`src/rtl/i2cmon_pkg.sv`:
```
package i2cmon_pkg;

    localparam int NRULE = 5;

    // Rule index doubles as the flag bit position.
    typedef enum logic [2:0] {
        RULE_LOW    = 3'd0,
        RULE_HIGH   = 3'd1,
        RULE_SU_STA = 3'd2,
        RULE_SU_STO = 3'd3,
        RULE_FREE   = 3'd4
    } rule_e;

    typedef struct packed {
        logic scl_rise;
        logic scl_fall;
        logic start;
        logic stop;
    } bus_ev_t;

    // Minimum interval in ns for one rule in one mode.
    function automatic int unsigned limit_ns(input bit fast, input int rule);
        int unsigned v;
        case (rule)
            RULE_LOW:    v = fast ? 1300 : 4700;
            RULE_HIGH:   v = fast ?  600 : 4000;
            RULE_SU_STA: v = fast ? 1300 : 4700;
            RULE_SU_STO: v = fast ?  600 : 4000;
            default:     v = fast ? 1300 : 4700;
        endcase
        return v;
    endfunction

    // Round up so that a count equal to the limit always meets the ns minimum.
    function automatic int unsigned ns_to_cyc(input int unsigned ns, input int unsigned period);
        return (ns + period - 1) / period;
    endfunction

endpackage

```
`src/rtl/i2cmon_sync.sv`:
```
module i2cmon_sync #(
    parameter int          W       = 2,
    parameter logic [W-1:0] RST_VAL = '1
) (
    input  logic         clk,
    input  logic         rst,
    input  logic [W-1:0] d,
    output logic [W-1:0] q
);
    logic [W-1:0] meta;

    always_ff @(posedge clk) begin
        if (rst) begin
            meta <= RST_VAL;
            q    <= RST_VAL;
        end else begin
            meta <= d;
            q    <= meta;
        end
    end
endmodule

```
`src/rtl/i2cmon_age.sv`:
```
module i2cmon_age #(
    parameter int W = 12
) (
    input  logic         clk,
    input  logic         rst,
    input  logic         restart,
    output logic [W-1:0] age
);
    localparam logic [W-1:0] AGE_MAX = '1;

    // Holds the number of samples since the last restart, saturating.
    always_ff @(posedge clk) begin
        if (rst)
            age <= AGE_MAX;
        else if (restart)
            age <= W'(1);
        else if (age != AGE_MAX)
            age <= age + W'(1);
    end
endmodule

```
`src/rtl/i2cmon_rules.sv`:
```
module i2cmon_rules
    import i2cmon_pkg::*;
#(
    parameter int CLK_PERIOD_NS = 5,
    parameter int CNT_W         = 12
) (
    input  logic                             clk,
    input  logic                             rst,
    input  logic                             clear,
    input  logic                             fast,
    input  logic [NRULE-1:0]                 ev,
    input  logic [NRULE-1:0][CNT_W-1:0]      meas,
    output logic [NRULE-1:0]                 flag
);
    logic [NRULE-1:0] hit;

    for (genvar r = 0; r < NRULE; r++) begin : g_rule
        localparam logic [CNT_W-1:0] LIM_STD  =
            CNT_W'(ns_to_cyc(limit_ns(1'b0, r), CLK_PERIOD_NS));
        localparam logic [CNT_W-1:0] LIM_FAST =
            CNT_W'(ns_to_cyc(limit_ns(1'b1, r), CLK_PERIOD_NS));

        assign hit[r] = ev[r] && (meas[r] < (fast ? LIM_FAST : LIM_STD));
    end

    always_ff @(posedge clk) begin
        if (rst || clear)
            flag <= '0;
        else
            flag <= flag | hit;
    end
endmodule

```
`src/rtl/i2c_bus_timing_mon.sv`:
```
module i2c_bus_timing_mon
    import i2cmon_pkg::*;
#(
    parameter int CLK_PERIOD_NS = 5,
    parameter int CNT_W         = 12
) (
    input  logic clk,
    input  logic rst,
    input  logic scl_in,
    input  logic sda_in,
    input  logic fast_mode,
    input  logic clear,
    output logic start_pulse,
    output logic stop_pulse,
    output logic viol_low,
    output logic viol_high,
    output logic viol_su_start,
    output logic viol_su_stop,
    output logic viol_bus_free
);
    logic                        scl_s, sda_s, scl_p, sda_p;
    bus_ev_t                     ev;
    logic                        armed, stop_seen;
    logic [CNT_W-1:0]            edge_age, free_age;
    logic [NRULE-1:0]            rule_ev;
    logic [NRULE-1:0][CNT_W-1:0] rule_meas;
    logic [NRULE-1:0]            flags;

    i2cmon_sync #(.W(2), .RST_VAL(2'b11)) u_sync (
        .clk (clk),
        .rst (rst),
        .d   ({scl_in, sda_in}),
        .q   ({scl_s, sda_s})
    );

    always_ff @(posedge clk) begin
        if (rst) begin
            scl_p <= 1'b1;
            sda_p <= 1'b1;
        end else begin
            scl_p <= scl_s;
            sda_p <= sda_s;
        end
    end

    always_comb begin
        ev.scl_rise = scl_s && !scl_p;
        ev.scl_fall = !scl_s && scl_p;
        ev.start    = scl_s && scl_p && sda_p && !sda_s;
        ev.stop     = scl_s && scl_p && !sda_p && sda_s;
    end

    always_ff @(posedge clk) begin
        if (rst) begin
            armed     <= 1'b0;
            stop_seen <= 1'b0;
        end else begin
            if (ev.start)
                armed <= 1'b1;
            if (ev.stop)
                stop_seen <= 1'b1;
            else if (ev.start)
                stop_seen <= 1'b0;
        end
    end

    i2cmon_age #(.W(CNT_W)) u_edge_age (
        .clk     (clk),
        .rst     (rst),
        .restart (ev.scl_rise || ev.scl_fall),
        .age     (edge_age)
    );

    i2cmon_age #(.W(CNT_W)) u_free_age (
        .clk     (clk),
        .rst     (rst),
        .restart (ev.stop),
        .age     (free_age)
    );

    always_comb begin
        rule_ev[RULE_LOW]      = ev.scl_rise && armed;
        rule_ev[RULE_HIGH]     = ev.scl_fall;
        rule_ev[RULE_SU_STA]   = ev.start;
        rule_ev[RULE_SU_STO]   = ev.stop;
        rule_ev[RULE_FREE]     = ev.start && stop_seen;
        rule_meas[RULE_LOW]    = edge_age;
        rule_meas[RULE_HIGH]   = edge_age;
        rule_meas[RULE_SU_STA] = edge_age;
        rule_meas[RULE_SU_STO] = edge_age;
        rule_meas[RULE_FREE]   = free_age;
    end

    i2cmon_rules #(.CLK_PERIOD_NS(CLK_PERIOD_NS), .CNT_W(CNT_W)) u_rules (
        .clk   (clk),
        .rst   (rst),
        .clear (clear),
        .fast  (fast_mode),
        .ev    (rule_ev),
        .meas  (rule_meas),
        .flag  (flags)
    );

    always_ff @(posedge clk) begin
        if (rst) begin
            start_pulse <= 1'b0;
            stop_pulse  <= 1'b0;
        end else begin
            start_pulse <= ev.start;
            stop_pulse  <= ev.stop;
        end
    end

    assign viol_low      = flags[RULE_LOW];
    assign viol_high     = flags[RULE_HIGH];
    assign viol_su_start = flags[RULE_SU_STA];
    assign viol_su_stop  = flags[RULE_SU_STO];
    assign viol_bus_free = flags[RULE_FREE];
endmodule

```
`config.mk`:
```
export PLATFORM = sky130hd
export DESIGN_NAME = i2c_bus_timing_mon
export DESIGN_NICKNAME = d
export VERILOG_FILES = /design/src/rtl/i2cmon_pkg.sv /design/src/rtl/i2cmon_sync.sv /design/src/rtl/i2cmon_age.sv /design/src/rtl/i2cmon_rules.sv /design/src/rtl/i2c_bus_timing_mon.sv
export SDC_FILE = /design/constraint.sdc
export NUM_CORES = 1
export LEC_CHECK = 0
export ABC_CLOCK_PERIOD_IN_PS = 1910
export CAP_MARGIN = 10
export CELL_PAD_IN_SITES_DETAIL_PLACEMENT = 0
export CELL_PAD_IN_SITES_GLOBAL_PLACEMENT = 1
export CORE_AREA = 5 5 70 87
export DETAILED_ROUTE_END_ITERATION = 10
export DIE_AREA = 0 0 75 92
export HOLD_SLACK_MARGIN = 0.06
export PLACE_DENSITY = 0.79
export SLEW_MARGIN = 40
export SYNTH_ARGS = -nofsm -noshare
export SYNTH_HDL_FRONTEND = slang
export SYNTH_SLANG_ARGS = --single-unit
```
`constraint.sdc`:
```
create_clock -name clk -period 1.91 [get_ports clk]
set_input_delay 0.382 -clock clk [delete_from_list [all_inputs] [get_ports clk]]
set_output_delay 0.382 -clock clk [all_outputs]
set_load 0.02 [all_outputs]
```
==> Word-level counts from Yosys, hierarchy flattened <==
Index checks and enable logic that the tools add are counted.
Widths: inputs -> output; s select.
{ "word_totals": {"inputBits": 6, "output_inout_bits": 7, "ff_bits": 39} }
{ "classes": {"n_reduce_logical": 25, "bitwise_logic": 1, "n_mux": 8, "n_eq_ne": 2, "add_sub_neg": 2, "magnitude_cmp": 3} }
{ "op_table": {"columns": ["operator", "n"], "rows": [
  ["$mux 12", 4],
  ["$add 12x1->12 const B", 2],
  ["$lt 12x12->1", 2],
  ["$ne 12x12->1 const B", 2],
  ["$mux 10", 2],
  ["$logic_and 1x1->1", 14],
  ["$lt 12x10->1", 1],
  ["$reduce_bool 2->1", 3],
  ["$or 5x5->5", 1],
  ["$logic_not 1->1", 4],
  ["$reduce_or 2->1", 2],
  ["$logic_or 1x1->1", 2],
  ["$mux 1", 2]
]} }

==> Logic depth before layout (Yosys ltp) <==
Gate-level depths: netlist (run 1).
{ "logic_depth": {"word_depth": 6, "depth_mapped": 6, "depth_no_buf": 6} }

==> Cells and area by module <==
From an unflattened synthesis (run 1), not the netlist that was laid out.
{ "unflattened": {"hier_cells": 255, "area_unflattened_um2": 2341.0} }
{ "by_module_without_submodules": {"columns": ["mod", "instances", "seq_area_each_um2", "area_each_um2", "cells_per_inst"], "rows": [
  ["i2cmon_age", 2, 240.2, 646.9, 75],
  ["i2cmon_rules", 1, 100.1, 673.1, 70],
  ["i2c_bus_timing_mon", 1, 120.1, 269.0, 27],
  ["i2cmon_sync", 1, 80.1, 105.1, 8]
]} }

==> Least setup slack after synthesis (run 1) <==
Ideal clock, no wire load.
{ "synth_path": {"path_type": "register to register", "start": "reg u_free_age.age[0]", "end": "reg u_free_age.age[10]", "stages_incl_launch_ff": 6, "setup_time_ns": 0.127, "period_less_slack_ns": 1.773, "n_path_buf": 0, "arrival_time_ns": 1.646, "slack_ns": 0.137, "required_time_ns": 1.783, "path_cell_list": "dfxtp_1 ha_1 nand4_2 or2_4 o311a_1 or3_1"} }
{ "synth_via": {"elab_chain_len": 3, "word_cells_on_any_way": 5} }
{ "synth_rtl": {"columns": ["element", "line_no", "text"], "rows": [
  ["start: declaration", "i2cmon_age.sv:7", "output logic [W-1:0] age"],
  ["start signal: assignment", "i2cmon_age.sv:18", "age <= age + W'(1);"],
  ["$add 12x1->12", "i2cmon_age.sv:18", null],
  ["$mux 12", "i2cmon_age.sv:17", "else if (age != AGE_MAX)"],
  ["$mux 12", "i2cmon_age.sv:15", "else if (restart)"]
]} }
Parallel ways exist; a longest one is shown, timed or not. The select of a mux whose other input is x is not followed.
A chain may end at the register's enable or synchronous reset.

==> Worst setup path in the final report (run 1) <==
Ends and elaborated chain as after synthesis.

==> impl_metrics.env, run 1 <==
export IMPL_antenna_found_initial=0
export IMPL_ys_warnings_count=0
export IMPL_fill_cells=488
export IMPL_r2r_end="u_free_age.age[10]$_SDFFE_PP1P_"
export IMPL_die_w_um=75
export IMPL_cts_tree="built"
export IMPL_worst_path_max_delay_cell="dfxtp_1"
export IMPL_fin_crit_sh_pct=94.16
export IMPL_synthMuxAreaShare_pct=1.471
export IMPL_core_um2=5116
export IMPL_finalHoldViolCount=0
export IMPL_drc=0
export IMPL_fin_cells=318
export IMPL_hp_class="register to register"
export IMPL_cts_buffers=5
export IMPL_cts_root_buffer="clkbuf_8"
export IMPL_nets=278
export IMPL_placedInstanceArea_um2=2357
export IMPL_ios=13
export IMPL_postCtsSetupBuffers=0
export IMPL_place_inst=310
export IMPL_irDropWorstVdd_mv=0.6390
export IMPL_synth_edff_count=0
export IMPL_ff2ff_setup_slack_ps=110
export IMPL_synth_flop_cell="dfxtp_1"
export IMPL_first_pass_iters=4
export IMPL_worstSetupPathType="register to register"
export IMPL_dieArea_um2=6900
export IMPL_synth_top_family_by_area="simple AND/OR/NAND/NOR gates"
export IMPL_maxCapViolations=0
export IMPL_drt_wl_total_um=4566
export IMPL_cts_htree_levels=2
export IMPL_slew_viol_final=0
export IMPL_critPathMaxStageDelay_ps=370
export IMPL_syn_to_final_growth_pct=19.80
export IMPL_synth_compound_area_share_pct=21.40
export IMPL_synth_seq_cells=39
export IMPL_clock_latency_ps=280
export IMPL_ant_nets=0
export IMPL_final_cell_mix="39 x dfxtp_1, 21 x nand2_1, 18 x buf_4"
export IMPL_layout_commonest_cell="dfxtp_1"
export IMPL_dr_total_vias=1808
export IMPL_cpLargestDelayFamily="simple AND/OR/NAND/NOR gates"
export IMPL_synthAdderAreaFrac_pct=10.42
export IMPL_port_buffers=12
export IMPL_finalSetupTns_ps=0
export IMPL_cts_buffer_depth=2
export IMPL_synthesis_area_um2=2041
export IMPL_ys_async_sr_fraction_pct=0
export IMPL_hold_path_depth=1
export IMPL_yosysSeqAreaShare_pct=38.26
export IMPL_min_from="u_sync.meta[1]$_SDFF_PP1_"
export IMPL_clk_pin_slew_worst_paths_ps=80
export IMPL_syn_inst=225
export IMPL_fmax_ghz=0.5560
export IMPL_grt_use_total_pct=14.20
export IMPL_cp_start_kind="register"
export IMPL_dpl_hpwl_um=3379
export IMPL_drive_gt1_share_pct=17.97
export IMPL_cp_num_buf_inv=0
export IMPL_wl_per_cell_um=14.36
export IMPL_cp_end_kind="register"
export IMPL_required_ps=2080
export IMPL_period_needed_ps=1799
export IMPL_synth_distinct_cells=53
export IMPL_cp_arrival_ps=1970
export IMPL_grt_pass1_wl_um=7741
export IMPL_hold_buffers=0
export IMPL_placementRows=29
export IMPL_cp_max_fo=5
export IMPL_cellPowerDensity_nw_per_um2=1376
export IMPL_gp_congestion=0.8020
export IMPL_hold_ws_ps=408.9
export IMPL_avgViaCountPerCell=5.686
export IMPL_setup_violations=0
export IMPL_yosys_area_share_simple_pct=23.54
export IMPL_status="complete, no violations"
export IMPL_reg2reg_depth=5
export IMPL_synthXorXnorAreaFrac_pct=1.288
export IMPL_initial_utilization_pct=39.89
export IMPL_fp_dieH_um=92
export IMPL_r2r_start="u_free_age.age[0]$_SDFFE_PP1N_"
export IMPL_diodes=0
export IMPL_rsz0062_at_grt="false"
export IMPL_drt_iter0_markers=67
export IMPL_grt_pass1_vias=1737
export IMPL_hold_end="u_sync.q[1]$_SDFF_PP1_"
export IMPL_fin_area_um2=2445
export IMPL_avgSynthCellArea_um2=9.070
export IMPL_p_leak_nw=1.051
export IMPL_slew_headroom_pct=68.60
export IMPL_fin_skew_ps=5.044
export IMPL_syn_nets=248
export IMPL_grt_overflow_total=0
export IMPL_path_cells="ha_1 > nand4_2 > or2_4 > o311a_1 > or3_1"
export IMPL_cts_sinks=39
export IMPL_total_power_mw=3.364
export IMPL_grt_max_degree=38
export IMPL_worstMarginPinSlew_ps=467.4
## logic make-up (layout without fill, tap and decap cells)
family          count (synthesis)  after routing
simple gates                   87             87
flops                          39             39
xor+xnor                        3              3
compound gates                 59             59
mux                             3              3
fa+ha+maj                      17             17
buf+inv                        17             48
## power breakdown
group	switching [mW]	internal [mW]
logic	0.781	0.795
registers	0.236	1.01
clock network	0.283	0.257
## worst max path at each step
stage	start	end	slack, ps	depth (start not counted)
finish	u_free_age.age[0]$_SDFFE_PP1N_	u_free_age.age[10]$_SDFFE_PP1P_	110	5
global route	u_free_age.age[2]$_SDFFE_PP1P_	u_free_age.age[11]$_SDFFE_PP1P_	8	4
CTS	fast_mode	u_rules.flag[3]$_SDFF_PP0_	70	8
detailed placement	fast_mode	u_rules.flag[3]$_SDFF_PP0_	-230	8
global placement	fast_mode	u_rules.flag[4]$_SDFF_PP0_	-190	6
floorplan	u_free_age.age[0]$_SDFFE_PP1N_	u_free_age.age[10]$_SDFFE_PP1P_	140	5
## Yosys cell counts (all sizes together), types with 3 or more instances
| cell type | number | area [um2] |
|---|---|---|
| o311a | 3 | 30.03 |
| nand3 | 10 | 50.05 |
| a31o | 5 | 43.79 |
| inv | 8 | 30.03 |
| a21oi | 8 | 40.04 |
| o31ai | 3 | 22.52 |
| nand3b | 3 | 22.52 |
| mux2i | 3 | 30.03 |
| o21bai | 5 | 37.54 |
| dfxtp | 39 | 780.8 |
| nor2 | 12 | 45.04 |
| or3 | 3 | 20.02 |
| a31oi | 5 | 31.28 |
| ha | 17 | 212.7 |
| or2 | 8 | 52.55 |
| nand2 | 21 | 78.83 |
| a21o | 6 | 45.04 |
| and2 | 3 | 18.77 |
| nor3 | 7 | 35.03 |
| nand4 | 7 | 56.30 |
| o21ai | 7 | 35.03 |
| a311o | 4 | 40.04 |
| clkbuf | 7 | 27.52 |
## repair_timing
| action | 4_1_cts | 5_1_grt |
|---|---|---|
| endpoints found under the hold margin | 0 | 0 |
| resized for setup | 0 | 2 |
| setup endpoints to repair | 0 | 1 |
## registers in the layout (all words and copies together) (netlist names)
name,flops
u_edge_age.age,12
u_free_age.age,12
u_rules.flag,5
u_sync.meta,2
u_sync.q,2
armed,1
scl_p,1
sda_p,1
start_pulse,1
stop_pulse,1
stop_seen,1
## per-layer routing
| layer | up-vias | part of all wire [%] | track usage, % |
|---|---|---|---|
| li1 | 903 | - | - |
| met1 | 879 | 43 | 16.00 |
| met2 | 17 | 53 | 25.22 |
| met3 | 9 | 2.0 | 2.407 |
| met4 | 0 | 2.6 | 6.380 |
| met5 | - | 0 | 0 |
## layout make-up
cell class / instances / area, um2 / area share, %
multi-input cells: 169 / 1186 / 48.52
flip-flops and latches: 39 / 780.7 / 31.93
repair buffers: 32 / 289.0 / 11.82
well taps: 62 / 77.57 / 3.173
clock buffers: 7 / 76.32 / 3.122
inverters: 8 / 30.03 / 1.228
clock inverters: 1 / 5.005 / 0.2047
## through the flow
step | worst slack (ps) | util, %
6_report | 111.5 | 47.79
5_1_grt | 8.129 | 47.79
4_1_cts | 65.56 | 47.66
3_5_place_dp | -228.8 | 46.07
3_3_place_gp | -191.2 | 46.07
2_1_floorplan | 136.5 | -
Note: power is estimated with default switching activity, not from simulation.
==> inputs of run 2 (changes only) <==
CORE_AREA = 2 2 67 84   (was 5 5 70 87)
DIE_AREA = 0 0 69 86   (was 0 0 75 92)
GPL_ROUTABILITY_DRIVEN = 1   (was not set)
==> run 2 against run 1 <==
Against the previous run: sequential power about the same; via count down 1.1%; flip-flop and latch count unchanged; setup slack better by 1.8 ps; largest power group unchanged.
==> impl_metrics.env, run 2 (same netlist as run 1, synthesis figures left out) <==
export IMPL_r2r_start="u_free_age.age[0]$_SDFFE_PP1N_"
export IMPL_ios=13
export IMPL_worstMarginPinSlew_ps=483.1
export IMPL_grt_pass1_vias=1696
export IMPL_fin_skew_ps=6.659
export IMPL_grt_use_total_pct=16.27
export IMPL_fmax_ghz=0.5566
export IMPL_core_um2=5080
export IMPL_largestRegisters="u_edge_age.age (12), u_free_age.age (12), u_rules.flag (5)"
export IMPL_placementRows=29
export IMPL_cp_start_kind="register"
export IMPL_port_buffers=12
export IMPL_drc=0
export IMPL_ant_nets=0
export IMPL_period_needed_ps=1797
export IMPL_hp_class="register to register"
export IMPL_grt_busiest_layer="met2"
export IMPL_status="complete, no violations"
export IMPL_setup_violations=0
export IMPL_placedInstanceArea_um2=2352
export IMPL_final_cell_mix="38 x dfxtp_1, 21 x nand2_1, 20 x buf_4"
export IMPL_crit_start="u_free_age.age[0]$_SDFFE_PP1N_"
export IMPL_dieArea_um2=5934
export IMPL_cp_arrival_ps=1970
export IMPL_cp_max_fo=5
export IMPL_reg2reg_depth=5
export IMPL_grt_pass1_wl_um=7845
export IMPL_initial_utilization_pct=40.17
export IMPL_gr_usage_met2_pct=31.29
export IMPL_fin_cells=318
export IMPL_wl_per_cell_um=14.36
export IMPL_cts_buffer_depth=2
export IMPL_dpl_hpwl_um=3432
export IMPL_avgViaCountPerCell=5.626
export IMPL_hold_ws_ps=406.2
export IMPL_first_pass_iters=4
export IMPL_maxCapViolations=0
export IMPL_cts_buffers=5
export IMPL_required_ps=2080
export IMPL_grt_use_met1_pct=17.20
export IMPL_gp_congestion=0.8367
export IMPL_rsz0062_at_grt="false"
export IMPL_slew_viol_final=0
export IMPL_p_leak_nw=1.055
export IMPL_cellPowerDensity_nw_per_um2=1404
export IMPL_clock_latency_ps=290
export IMPL_grt_max_degree=23
export IMPL_worstSetupPathType="register to register"
export IMPL_clk_pin_slew_worst_paths_ps=80
export IMPL_r2r_end="u_free_age.age[10]$_SDFFE_PP1P_"
export IMPL_ff2ff_setup_slack_ps=110
export IMPL_dp_slack_ps=-253.3
export IMPL_fin_area_um2=2447
export IMPL_finalSetupTns_ps=0
export IMPL_die_w_um=69
export IMPL_fin_crit_sh_pct=94.07
export IMPL_postCtsSetupBuffers=0
export IMPL_drt_wl_total_um=4567
export IMPL_syn_to_final_growth_pct=19.93
export IMPL_endpoint="u_free_age.age[10]$_SDFFE_PP1P_"
export IMPL_place_inst=311
export IMPL_nets=279
export IMPL_cts_tree="built"
export IMPL_finalHoldViolCount=0
export IMPL_fp_dieH_um=86
export IMPL_dr_total_vias=1789
export IMPL_grt_overflow_total=0
export IMPL_cts_sinks=39
export IMPL_drive_gt1_share_pct=19.14
export IMPL_fin_ws_ps=113.3
export IMPL_cts_htree_levels=2
export IMPL_layout_commonest_cell="dfxtp_1"
export IMPL_diodes=0
export IMPL_grtUsageMet3_pct=3.290
export IMPL_cts_root_buffer="clkbuf_8"
export IMPL_drt_iter0_markers=72
export IMPL_slew_headroom_pct=67.54
export IMPL_irDropWorstVdd_mv=0.6823
export IMPL_cp_end_kind="register"
export IMPL_antenna_found_initial=0
run 2: cell count changes in the layout (fill, tap and decap cells not counted):
| cell | previous run | this run |
|---|---|---|
| buf_4 | 18 | 20 |
| clkbuf_1 | 2 | 0 |
| buf_12 | 1 | 0 |
| clkbuf_8 | 5 | 6 |
| dfxtp_1 | 39 | 38 |
| dfxtp_2 | 0 | 1 |
run 2: worst min-delay path by stage:
| stage | slack, ps | end | startpoint | cells past startpoint |
|---|---|---|---|---|
| 6_report | 410 | u_sync.q[0]$_SDFF_PP1_ | u_sync.meta[0]$_SDFF_PP1_ | 1 |
| 5_1_grt | 420 | u_sync.q[1]$_SDFF_PP1_ | u_sync.meta[1]$_SDFF_PP1_ | 1 |
| 4_1_cts | 410 | u_sync.q[1]$_SDFF_PP1_ | u_sync.meta[1]$_SDFF_PP1_ | 1 |
| 3_5_place_dp | 390 | u_sync.q[1]$_SDFF_PP1_ | u_sync.meta[1]$_SDFF_PP1_ | 1 |
| 3_3_place_gp | 390 | u_sync.q[0]$_SDFF_PP1_ | u_sync.meta[0]$_SDFF_PP1_ | 1 |
| 2_1_floorplan | 390 | u_sync.q[0]$_SDFF_PP1_ | u_sync.meta[0]$_SDFF_PP1_ | 1 |
run 2: area by class of cell:
cell class | instances | area (um2)
fillers | 509 | 2633
multi-input cells | 169 | 1186
flip-flops and latches | 39 | 782.0
repair buffers | 33 | 284.0
clock buffers | 6 | 82.58
well taps | 62 | 77.57
inverters | 8 | 30.03
clock inverters | 1 | 5.005
run 2: worst max-delay path: stages, from the launching register on:
cell     delay (ps)
dfxtp_2         350
ha_1            190
nand4_2         170
or2_4           310
o311a_1         320
or3_1           330
run 2: metal layers:
layer	routed length (um)	vias up
li1	-	906
met1	1863	853
met2	2487	21
met3	108	9
met4	108	0
met5	0	-
run 2: per-stage QoR:
stage,total power [mW],utilization [%]
2_1_floorplan,2.318,-
3_3_place_gp,2.840,46.31
3_5_place_dp,2.868,46.31
4_1_cts,3.453,48.03
5_1_grt,3.731,48.18
6_report,3.437,48.18
run 2: power by group:
group / internal (mW) / total, mW / switching (mW)
sequential: 1.01 / 1.22 / 0.208
combinational: 0.819 / 1.64 / 0.823
clock: 0.284 / 0.572 / 0.288
total: 2.12 / 3.44 / 1.32
run 2: timing repair:
| action | 4_1_cts | 5_1_grt |
|---|---|---|
| hold buffers | 0 | 0 |
| endpoints found under the setup margin | 0 | 4 |
| hold endpoints to repair | 0 | 0 |
| resized for setup | 0 | 3 |
